<file path="config.mk">
export PLATFORM = sky130hd
export DESIGN_NAME = alt_byte_xfer
export DESIGN_NICKNAME = d
export VERILOG_FILES = /design/src/rtl/alt_byte_pkg.sv /design/src/rtl/abx_decode.sv /design/src/rtl/abx_addr_gen.sv /design/src/rtl/abx_byte_lane.sv /design/src/rtl/alt_byte_xfer.sv
export SDC_FILE = /design/constraint.sdc
export NUM_CORES = 1
export LEC_CHECK = 0
export CORE_UTILIZATION = 54
export DETAILED_ROUTE_END_ITERATION = 6
export PLACE_DENSITY = 0.86
export SLEW_MARGIN = 20
export SYNTH_ARGS = -nofsm -noshare
export SYNTH_HDL_FRONTEND = slang
export SYNTH_SLANG_ARGS = --single-unit
</file>
<file path="constraint.sdc">
create_clock -name clk_i -period 5.6 [get_ports clk_i]
set_input_delay 1.12 -clock clk_i [delete_from_list [all_inputs] [get_ports clk_i]]
set_output_delay 1.12 -clock clk_i [all_outputs]
set_load 0.05 [all_outputs]
</file>
<file path="src/rtl/alt_byte_pkg.sv">
package alt_byte_pkg;

  typedef enum logic [1:0] {
    ST_IDLE = 2'd0,
    ST_XFER = 2'd1,
    ST_DONE = 2'd2
  } xfer_state_t;

  typedef struct packed {
    logic       to_mem;
    logic       is_long;
    logic [2:0] dreg;
    logic [2:0] areg;
  } xfer_fields_t;

  localparam int unsigned DIR_BIT  = 7;
  localparam int unsigned SIZE_BIT = 6;
  localparam int unsigned DREG_LSB = 9;
  localparam int unsigned AREG_LSB = 0;

endpackage

</file>
<file path="src/rtl/abx_decode.sv">
module abx_decode
  import alt_byte_pkg::*;
(
  input  logic [15:0]  opcode_i,
  output xfer_fields_t fields_o
);
  always_comb begin
    fields_o.to_mem  = opcode_i[DIR_BIT];
    fields_o.is_long = opcode_i[SIZE_BIT];
    fields_o.dreg    = opcode_i[DREG_LSB +: 3];
    fields_o.areg    = opcode_i[AREG_LSB +: 3];
  end
endmodule

</file>
<file path="src/rtl/abx_addr_gen.sv">
module abx_addr_gen #(
  parameter int unsigned ADDR_W = 32,
  parameter int unsigned DISP_W = 16,
  parameter int unsigned STRIDE = 2,
  parameter int unsigned IDX_W  = 2
) (
  input  logic [ADDR_W-1:0] areg_val_i,
  input  logic [DISP_W-1:0] disp_i,
  input  logic [ADDR_W-1:0] base_q_i,
  input  logic [IDX_W-1:0]  idx_i,
  output logic [ADDR_W-1:0] base_d_o,
  output logic [ADDR_W-1:0] addr_o
);
  localparam int unsigned EXT_W = ADDR_W - DISP_W;

  logic [ADDR_W-1:0] disp_ext;

  assign disp_ext = {{EXT_W{disp_i[DISP_W-1]}}, disp_i};
  assign base_d_o = areg_val_i + disp_ext;
  assign addr_o   = base_q_i + ADDR_W'(idx_i) * ADDR_W'(STRIDE);
endmodule

</file>
<file path="src/rtl/abx_byte_lane.sv">
module abx_byte_lane #(
  parameter int unsigned DATA_W = 32
) (
  input  logic              clk_i,
  input  logic              rst_ni,
  input  logic              load_i,
  input  logic              load_long_i,
  input  logic [DATA_W-1:0] dreg_val_i,
  input  logic              shift_i,
  input  logic              to_mem_i,
  input  logic              is_long_i,
  input  logic [7:0]        rdata_i,
  output logic [7:0]        wdata_o,
  output logic [DATA_W-1:0] result_o
);
  localparam int unsigned HALF = DATA_W / 2;

  logic [DATA_W-1:0] sh_q;
  logic [DATA_W-1:0] orig_q;
  logic [DATA_W-1:0] sh_next;

  // the byte arriving with the ack is folded in so the result is ready at the ack edge
  assign sh_next = {sh_q[DATA_W-9:0], rdata_i};

  always_ff @(posedge clk_i or negedge rst_ni) begin
    if (!rst_ni) begin
      sh_q   <= '0;
      orig_q <= '0;
    end else if (load_i) begin
      sh_q   <= load_long_i ? dreg_val_i : {dreg_val_i[HALF-1:0], {HALF{1'b0}}};
      orig_q <= dreg_val_i;
    end else if (shift_i) begin
      sh_q   <= sh_next;
    end
  end

  assign wdata_o = sh_q[DATA_W-1 -: 8];

  always_comb begin
    if (to_mem_i)       result_o = orig_q;
    else if (is_long_i) result_o = sh_next;
    else                result_o = {orig_q[DATA_W-1:HALF], sh_next[HALF-1:0]};
  end
endmodule

</file>
<file path="src/rtl/alt_byte_xfer.sv">
module alt_byte_xfer
  import alt_byte_pkg::*;
#(
  parameter int unsigned ADDR_W      = 32,
  parameter int unsigned DATA_W      = 32,
  parameter int unsigned DISP_W      = 16,
  parameter int unsigned STRIDE      = 2,
  parameter int unsigned CYC_W       = 8,
  parameter int unsigned WORD_CYCLES = 16,
  parameter int unsigned LONG_CYCLES = 24
) (
  input  logic              clk_i,
  input  logic              rst_ni,
  input  logic              start_i,
  input  logic [15:0]       opcode_i,
  input  logic [DISP_W-1:0] disp_i,
  input  logic [ADDR_W-1:0] areg_val_i,
  input  logic [DATA_W-1:0] dreg_val_i,
  output logic [2:0]        dreg_sel_o,
  output logic [2:0]        areg_sel_o,
  output logic              mem_req_o,
  output logic              mem_we_o,
  output logic [ADDR_W-1:0] mem_addr_o,
  output logic [7:0]        mem_wdata_o,
  input  logic              mem_ack_i,
  input  logic [7:0]        mem_rdata_i,
  output logic              done_o,
  output logic [DATA_W-1:0] result_o,
  output logic [CYC_W-1:0]  cycles_o
);
  localparam int unsigned NB_LONG = DATA_W / 8;
  localparam int unsigned NB_WORD = NB_LONG / 2;
  localparam int unsigned IDX_W   = $clog2(NB_LONG);
  localparam logic [IDX_W-1:0] LAST_LONG = IDX_W'(NB_LONG - 1);
  localparam logic [IDX_W-1:0] LAST_WORD = IDX_W'(NB_WORD - 1);

  xfer_state_t       state_q;
  xfer_fields_t      fields;
  logic [IDX_W-1:0]  idx_q;
  logic [ADDR_W-1:0] base_q;
  logic [ADDR_W-1:0] base_d;
  logic              long_q;
  logic              to_mem_q;
  logic [DATA_W-1:0] result_q;
  logic [CYC_W-1:0]  cycles_q;
  logic [DATA_W-1:0] lane_result;
  logic              accept;
  logic              step;
  logic              last;

  abx_decode u_decode (
    .opcode_i (opcode_i),
    .fields_o (fields)
  );

  assign dreg_sel_o = fields.dreg;
  assign areg_sel_o = fields.areg;

  abx_addr_gen #(
    .ADDR_W (ADDR_W),
    .DISP_W (DISP_W),
    .STRIDE (STRIDE),
    .IDX_W  (IDX_W)
  ) u_addr (
    .areg_val_i (areg_val_i),
    .disp_i     (disp_i),
    .base_q_i   (base_q),
    .idx_i      (idx_q),
    .base_d_o   (base_d),
    .addr_o     (mem_addr_o)
  );

  assign accept = (state_q == ST_IDLE) && start_i;
  assign step   = (state_q == ST_XFER) && mem_ack_i;
  assign last   = idx_q == (long_q ? LAST_LONG : LAST_WORD);

  abx_byte_lane #(
    .DATA_W (DATA_W)
  ) u_lane (
    .clk_i       (clk_i),
    .rst_ni      (rst_ni),
    .load_i      (accept),
    .load_long_i (fields.is_long),
    .dreg_val_i  (dreg_val_i),
    .shift_i     (step),
    .to_mem_i    (to_mem_q),
    .is_long_i   (long_q),
    .rdata_i     (mem_rdata_i),
    .wdata_o     (mem_wdata_o),
    .result_o    (lane_result)
  );

  always_ff @(posedge clk_i or negedge rst_ni) begin
    if (!rst_ni) begin
      state_q  <= ST_IDLE;
      idx_q    <= '0;
      base_q   <= '0;
      long_q   <= 1'b0;
      to_mem_q <= 1'b0;
      result_q <= '0;
      cycles_q <= '0;
    end else begin
      unique case (state_q)
        ST_IDLE: if (start_i) begin
          base_q   <= base_d;
          long_q   <= fields.is_long;
          to_mem_q <= fields.to_mem;
          idx_q    <= '0;
          state_q  <= ST_XFER;
        end
        ST_XFER: if (mem_ack_i) begin
          if (last) begin
            result_q <= lane_result;
            cycles_q <= long_q ? CYC_W'(LONG_CYCLES) : CYC_W'(WORD_CYCLES);
            state_q  <= ST_DONE;
          end else begin
            idx_q <= idx_q + 1'b1;
          end
        end
        ST_DONE: state_q <= ST_IDLE;
        default: state_q <= ST_IDLE;
      endcase
    end
  end

  assign mem_req_o = state_q == ST_XFER;
  assign mem_we_o  = mem_req_o && to_mem_q;
  assign done_o    = state_q == ST_DONE;
  assign result_o  = result_q;
  assign cycles_o  = cycles_q;

  p_req_hold_r6: assert property (@(posedge clk_i) disable iff (!rst_ni)
    mem_req_o && !mem_ack_i |=> mem_req_o && $stable(mem_addr_o) && $stable(mem_wdata_o));

  p_stride_r1: assert property (@(posedge clk_i) disable iff (!rst_ni)
    mem_req_o && mem_ack_i && !last |=> mem_req_o && (mem_addr_o == $past(mem_addr_o) + ADDR_W'(STRIDE)));

  p_done_pulse_r7: assert property (@(posedge clk_i) disable iff (!rst_ni)
    done_o |=> !done_o);

  p_no_req_done_r7: assert property (@(posedge clk_i) disable iff (!rst_ni)
    done_o |-> !mem_req_o);

  p_done_follows_req_r7: assert property (@(posedge clk_i) disable iff (!rst_ni)
    $fell(mem_req_o) |-> done_o);

  p_busy_ignore_r10: assert property (@(posedge clk_i) disable iff (!rst_ni)
    mem_req_o && !mem_ack_i && start_i |=> $stable(mem_we_o));

  p_result_hold_r7: assert property (@(posedge clk_i) disable iff (!rst_ni)
    !done_o && !$past(mem_req_o) |-> $stable(result_o) && $stable(cycles_o));

  p_cycles_legal_r9: assert property (@(posedge clk_i) disable iff (!rst_ni)
    done_o |-> (cycles_o == CYC_W'(WORD_CYCLES)) || (cycles_o == CYC_W'(LONG_CYCLES)));
endmodule

</file>
# Word level (Yosys, flattened, before mapping)
# Cells that the tools add are included.
# Widths: inputs -> output; s select.
# word_totals
in_bits	108
out_inout_bits	89
wordCells	44
regBits	142
# classes
n_mux	15
eq_ne	7
reduce_logical	10
add_sub_neg	3
# ops
op	count
$mux 32	5
$add 32x3->32	1
$add 32x32->32	1
$mux 2	7
$pmux 2 s2	2
$reduce_and 3->1	2
$mux 4	1
$ne 2x1->1 const B	2
$ne 2x2->1 const B	2
$reduce_and 4->1	1
$reduce_bool 2->1	2
$logic_and 1x1->1	3
$add 2x1->2 const B	1
$eq 2x1->1 const B	1
$eq 2x2->1	1
$eq 2x2->1 const B	1
$logic_not 2->1	1
$reduce_and 2->1	1

# Logic depth before layout (Yosys ltp)
# logic_depth
ltp_word	5
mapped_depth	10
depth_no_buf	10

# Cells and area by module
# Synthesis repeated with hierarchy kept, for this count alone.
# unflattened
hier_cells	716
hier_area_um2	8525.7
# by_module_without_submodules
mod	cells_per_inst	area_per_inst_um2	instances	seq_area_each_um2
abx_byte_lane	238	3362.0	1	1601.5
alt_byte_xfer	173	2942.8	1	1801.7
abx_addr_gen	297	2160.8	1	0.0
abx_decode	8	60.1	1	0.0

# Worst setup path before layout
# Ideal clock, no wire load.
# synth_timing
kind	register to output
start	reg idx_q[1]
end	out mem_addr_o[26]
slack_ns	2.000
stages_incl_launch_ff	8
arrival_time_ns	2.480
t_required_ns	4.480
cell_sequence	dfrtp_1 > ha_1 > a21o_1 > nand2_1 > nor4_1 > nor2b_1 > nand3_1 > xnor2_1
# synth_between
elab_chain_cells	1
# synth_rtl
element	line	rtl
start: declaration	alt_byte_xfer.sv:39	logic [IDX_W-1:0] idx_q;
start signal: assignment	alt_byte_xfer.sv:117	idx_q <= idx_q + 1'b1;
$add 32x3->32	abx_addr_gen.sv:20	assign addr_o = base_q_i + ADDR_W'(idx_i) * ADDR_W'(STRIDE);
end: declaration	alt_byte_xfer.sv:23	output logic [ADDR_W-1:0] mem_addr_o,
# Every way passes these cells.

# Worst setup path after layout
# Same ends and word-level chain as after synthesis.

==> metrics.csv <==
metric,value,unit
worstSetupEndpointType,primary output,
finalWorstPathRequiredPeriod,4.63,ns
post-cts-setup-buffer-count,0,
timing.final.hold_violations,0,
fillerInstances,1091,
clkSinkCount,136,
clock-root-buffer,sky130_fd_sc_hd__clkbuf_16,
hold_path_end,cycles_o[4],
gp_routability_congestion,0.919,
grt_setup_unrepaired,false,
synth_enable_flop_cells,0,
violations,design-rule violations,
rows,44,
hold_path_class,reg2reg,
via_per_inst,5.62,
regArea,3400,um^2
chipHeight,124,um
final.setup.tns,0,ns
start_util,55.2,%
actual_transition_at_the_worst_max_transition_pin,1.10,ns
achievable-frequency,0.216,GHz
syn_inst,917,
timing.hold.worst.start,cycles_o[4],
route.vias.total,7031,
cellPowerDensity,575,nW/um^2
irDropWorstVdd,0.000367,V
setup_viol_count_final,0,
synth.area.top_cells,"sky130_fd_sc_hd__dfrtp_1, sky130_fd_sc_hd__nand2_1, sky130_fd_sc_hd__mux2i_1",
route.antenna.remaining_nets,0,
synth.top_cell.area_share,42.6,%
p_leak,4.81,nW
combined_area_of_the_multi_input_logic_cells,4270,um^2
run_status,finished with violations,
die_width,124,um
detailed_placement_hpwl,14300,um
clockBufferDepth,2,
proportion_of_register_bits_with_asynchronous_set_or_reset_after_synthesis,100,%
report.final.slew_viol_count,0,
regToRegSetupSlack,3.32,ns
timing.critical_path.slowest_stage_cell,sky130_fd_sc_hd__clkdlybuf4s50_1,
cts_tree,built,
mappedNetlistArea,7990,um^2
final_cell_area,10300,um^2
area_delta_synth_final,29.5,%
ys_types,55,
max_stage_delay,0.83,ns
port_buffers,170,
leading_register_cell_type_out_of_synthesis,sky130_fd_sc_hd__dfrtp_1,
postCtsHoldBufs,0,
h-tree-depth,4,
design.portCount,197,
cp-start-kind,register,
totalWireLength,20500,um
syn_area_per_cell,8.71,um^2
clock_insertion_delay_worst_skew,0.42,ns
worst_hold_path.num_cells,1,
drt_pre_antenna_iters,7,
post-route-drc-count,1,
antenna_violations_before_repair,3,
finalClockSkew,0.00900,ns
detailed_place.area,9680,um^2
layout-drive-gt1-share,5.25,%
synth_seq_cells,136,
cp.required,4.48,ns
crit_path_max_fanout,4,
yosys.area.top_type,sky130_fd_sc_hd__dfrtp_1,
cts-buffers-inserted,17,
die_area,15300,um^2
coreArea,14500,um^2
criticalPathCategory,reg2out,
grt_remaining_overflow,0,
layout_worst_path_cycle_share,82.6,%
total_number_of_yosys_warnings,0,
global_route_wire_length_before_repair,32600,um
clk_pin_slew,0.06,ns
layout_commonest_cell,sky130_fd_sc_hd__nand2_1,
worst-endpoint-arrival,3.51,ns
power.total,5.94,mW
finish.net_count,1196,
worst_slew_margin_rel,26.7,%
max_cap_viol_count,0,
seq_area_frac_synth,42.6,%
reg2regPathDepth,6,
grt_util_all_layers,27.8,%
worst_r2r_src,state_q[0],
crit_path_cell_trace,"ha_1, a21o_1, nand2_1, nor4_1, nor2b_1, nand3_1, xnor2_1, clkdlybuf4s50_1",
route.detailed.wl_per_inst,16.4,um
critical_path.reg2reg.endpoint,u_lane.sh_q[25],
largest_net_degree_at_the_start_of_global_routing,114,
first_iter_violations,469,
post_cts_resize_count,0,
final_cell_mix,"sky130_fd_sc_hd__nand2_1, sky130_fd_sc_hd__clkdlybuf4s50_1, sky130_fd_sc_hd__dfrtp_1",
first_global_vias,6704,
## worst max path at each step
stage                          start        endpoint  cells after the start  slack, ns
after floorplan             idx_q[1]  mem_addr_o[26]                      7       2.00
after global placement    disp_i[15]      base_q[29]                     10       1.35
after detailed placement  disp_i[15]      base_q[31]                     10       1.38
after CTS                   idx_q[1]  mem_addr_o[26]                      8       0.94
after global routing      base_q[12]  mem_addr_o[26]                      8       0.73
final                       idx_q[1]  mem_addr_o[26]                      8       0.97
## routing by layer
metal / track usage (%) / part of all wire [%]
met1: 35.2 / 43
met2: 46.5 / 49
met3: 6.00 / 5.8
met4: 10.7 / 2.3
met5: 0 / 0.058
## cell usage after synthesis (all sizes together), types with 4 or more instances
cell,number
clkbuf,37
o211ai,5
o21bai,4
xor2,20
and2,5
and3,20
nand3,15
a21oi,59
inv,7
mux2i,48
nand2b,4
o21ai,104
ha,33
a21o,17
nand4,10
o21a,6
dfrtp,136
nand2,236
nor3,4
nor2,36
a31oi,6
buf,29
xnor2,39
## report_power, final
group / switching (mW) / leakage, nW / total, mW / internal, mW
clock network: 0.463 / 0.312 / 1.22 / 0.757
registers: 0.349 / 1.71 / 1.78 / 1.43
logic: 1.92 / 2.78 / 2.95 / 1.03
total: 2.73 / 4.81 / 5.94 / 3.21
## worst max-delay path: cells and delay by family, from the launching register on
| kind | cells | cell delay (ns) |
|---|---|---|
| AND/OR/NAND/NOR | 4 | 1.24 |
| buffers and inverters | 1 | 0.83 |
| flip-flops | 1 | 0.44 |
| adder cells (fa/ha/maj) | 1 | 0.31 |
| XOR/XNOR | 1 | 0.17 |
| AO/OA/AOI/OAI | 1 | 0.10 |
## logic make-up after synthesis
kind of cell / synth area share, %
buf+inv: 4.47
other cells: 0.0470
mux: 6.20
flops: 42.6
compound gates: 16.5
simple gates: 18.0
xor+xnor: 6.47
fa+ha+maj: 5.67
## layout make-up
class / count / share of cell area, %
Sequential cell: 136 / 32.9
Tap cell: 184 / 2.23
Multi-Input combinational cell: 713 / 41.3
Inverter: 7 / 0.254
Timing Repair Buffer: 178 / 17.1
Antenna cell: 1 / 0.0242
Clock inverter: 15 / 2.07
Clock buffer: 17 / 4.11
## state kept, by name, indices dropped and copies added, names as in the netlist
register and count:
base_q 32, result_o 32, u_lane.orig_q 32, u_lane.sh_q 32, cycles_o 2, idx_q 2
state_q 2, long_q 1, to_mem_q 1
## stage by stage
stage	cells	hold slack [ns]	utilization, %	setup WS [ns]
after detailed placement	1217	0.451	66.9	1.38
after CTS	1249	0.469	71.3	0.939
final	1251	0.469	71.4	0.974
after global routing	1251	0.482	71.4	0.725
after floorplan	922	0.445	-	2.00
after global placement	1217	0.448	66.9	1.35
Note: power is estimated with default switching activity, not from simulation.
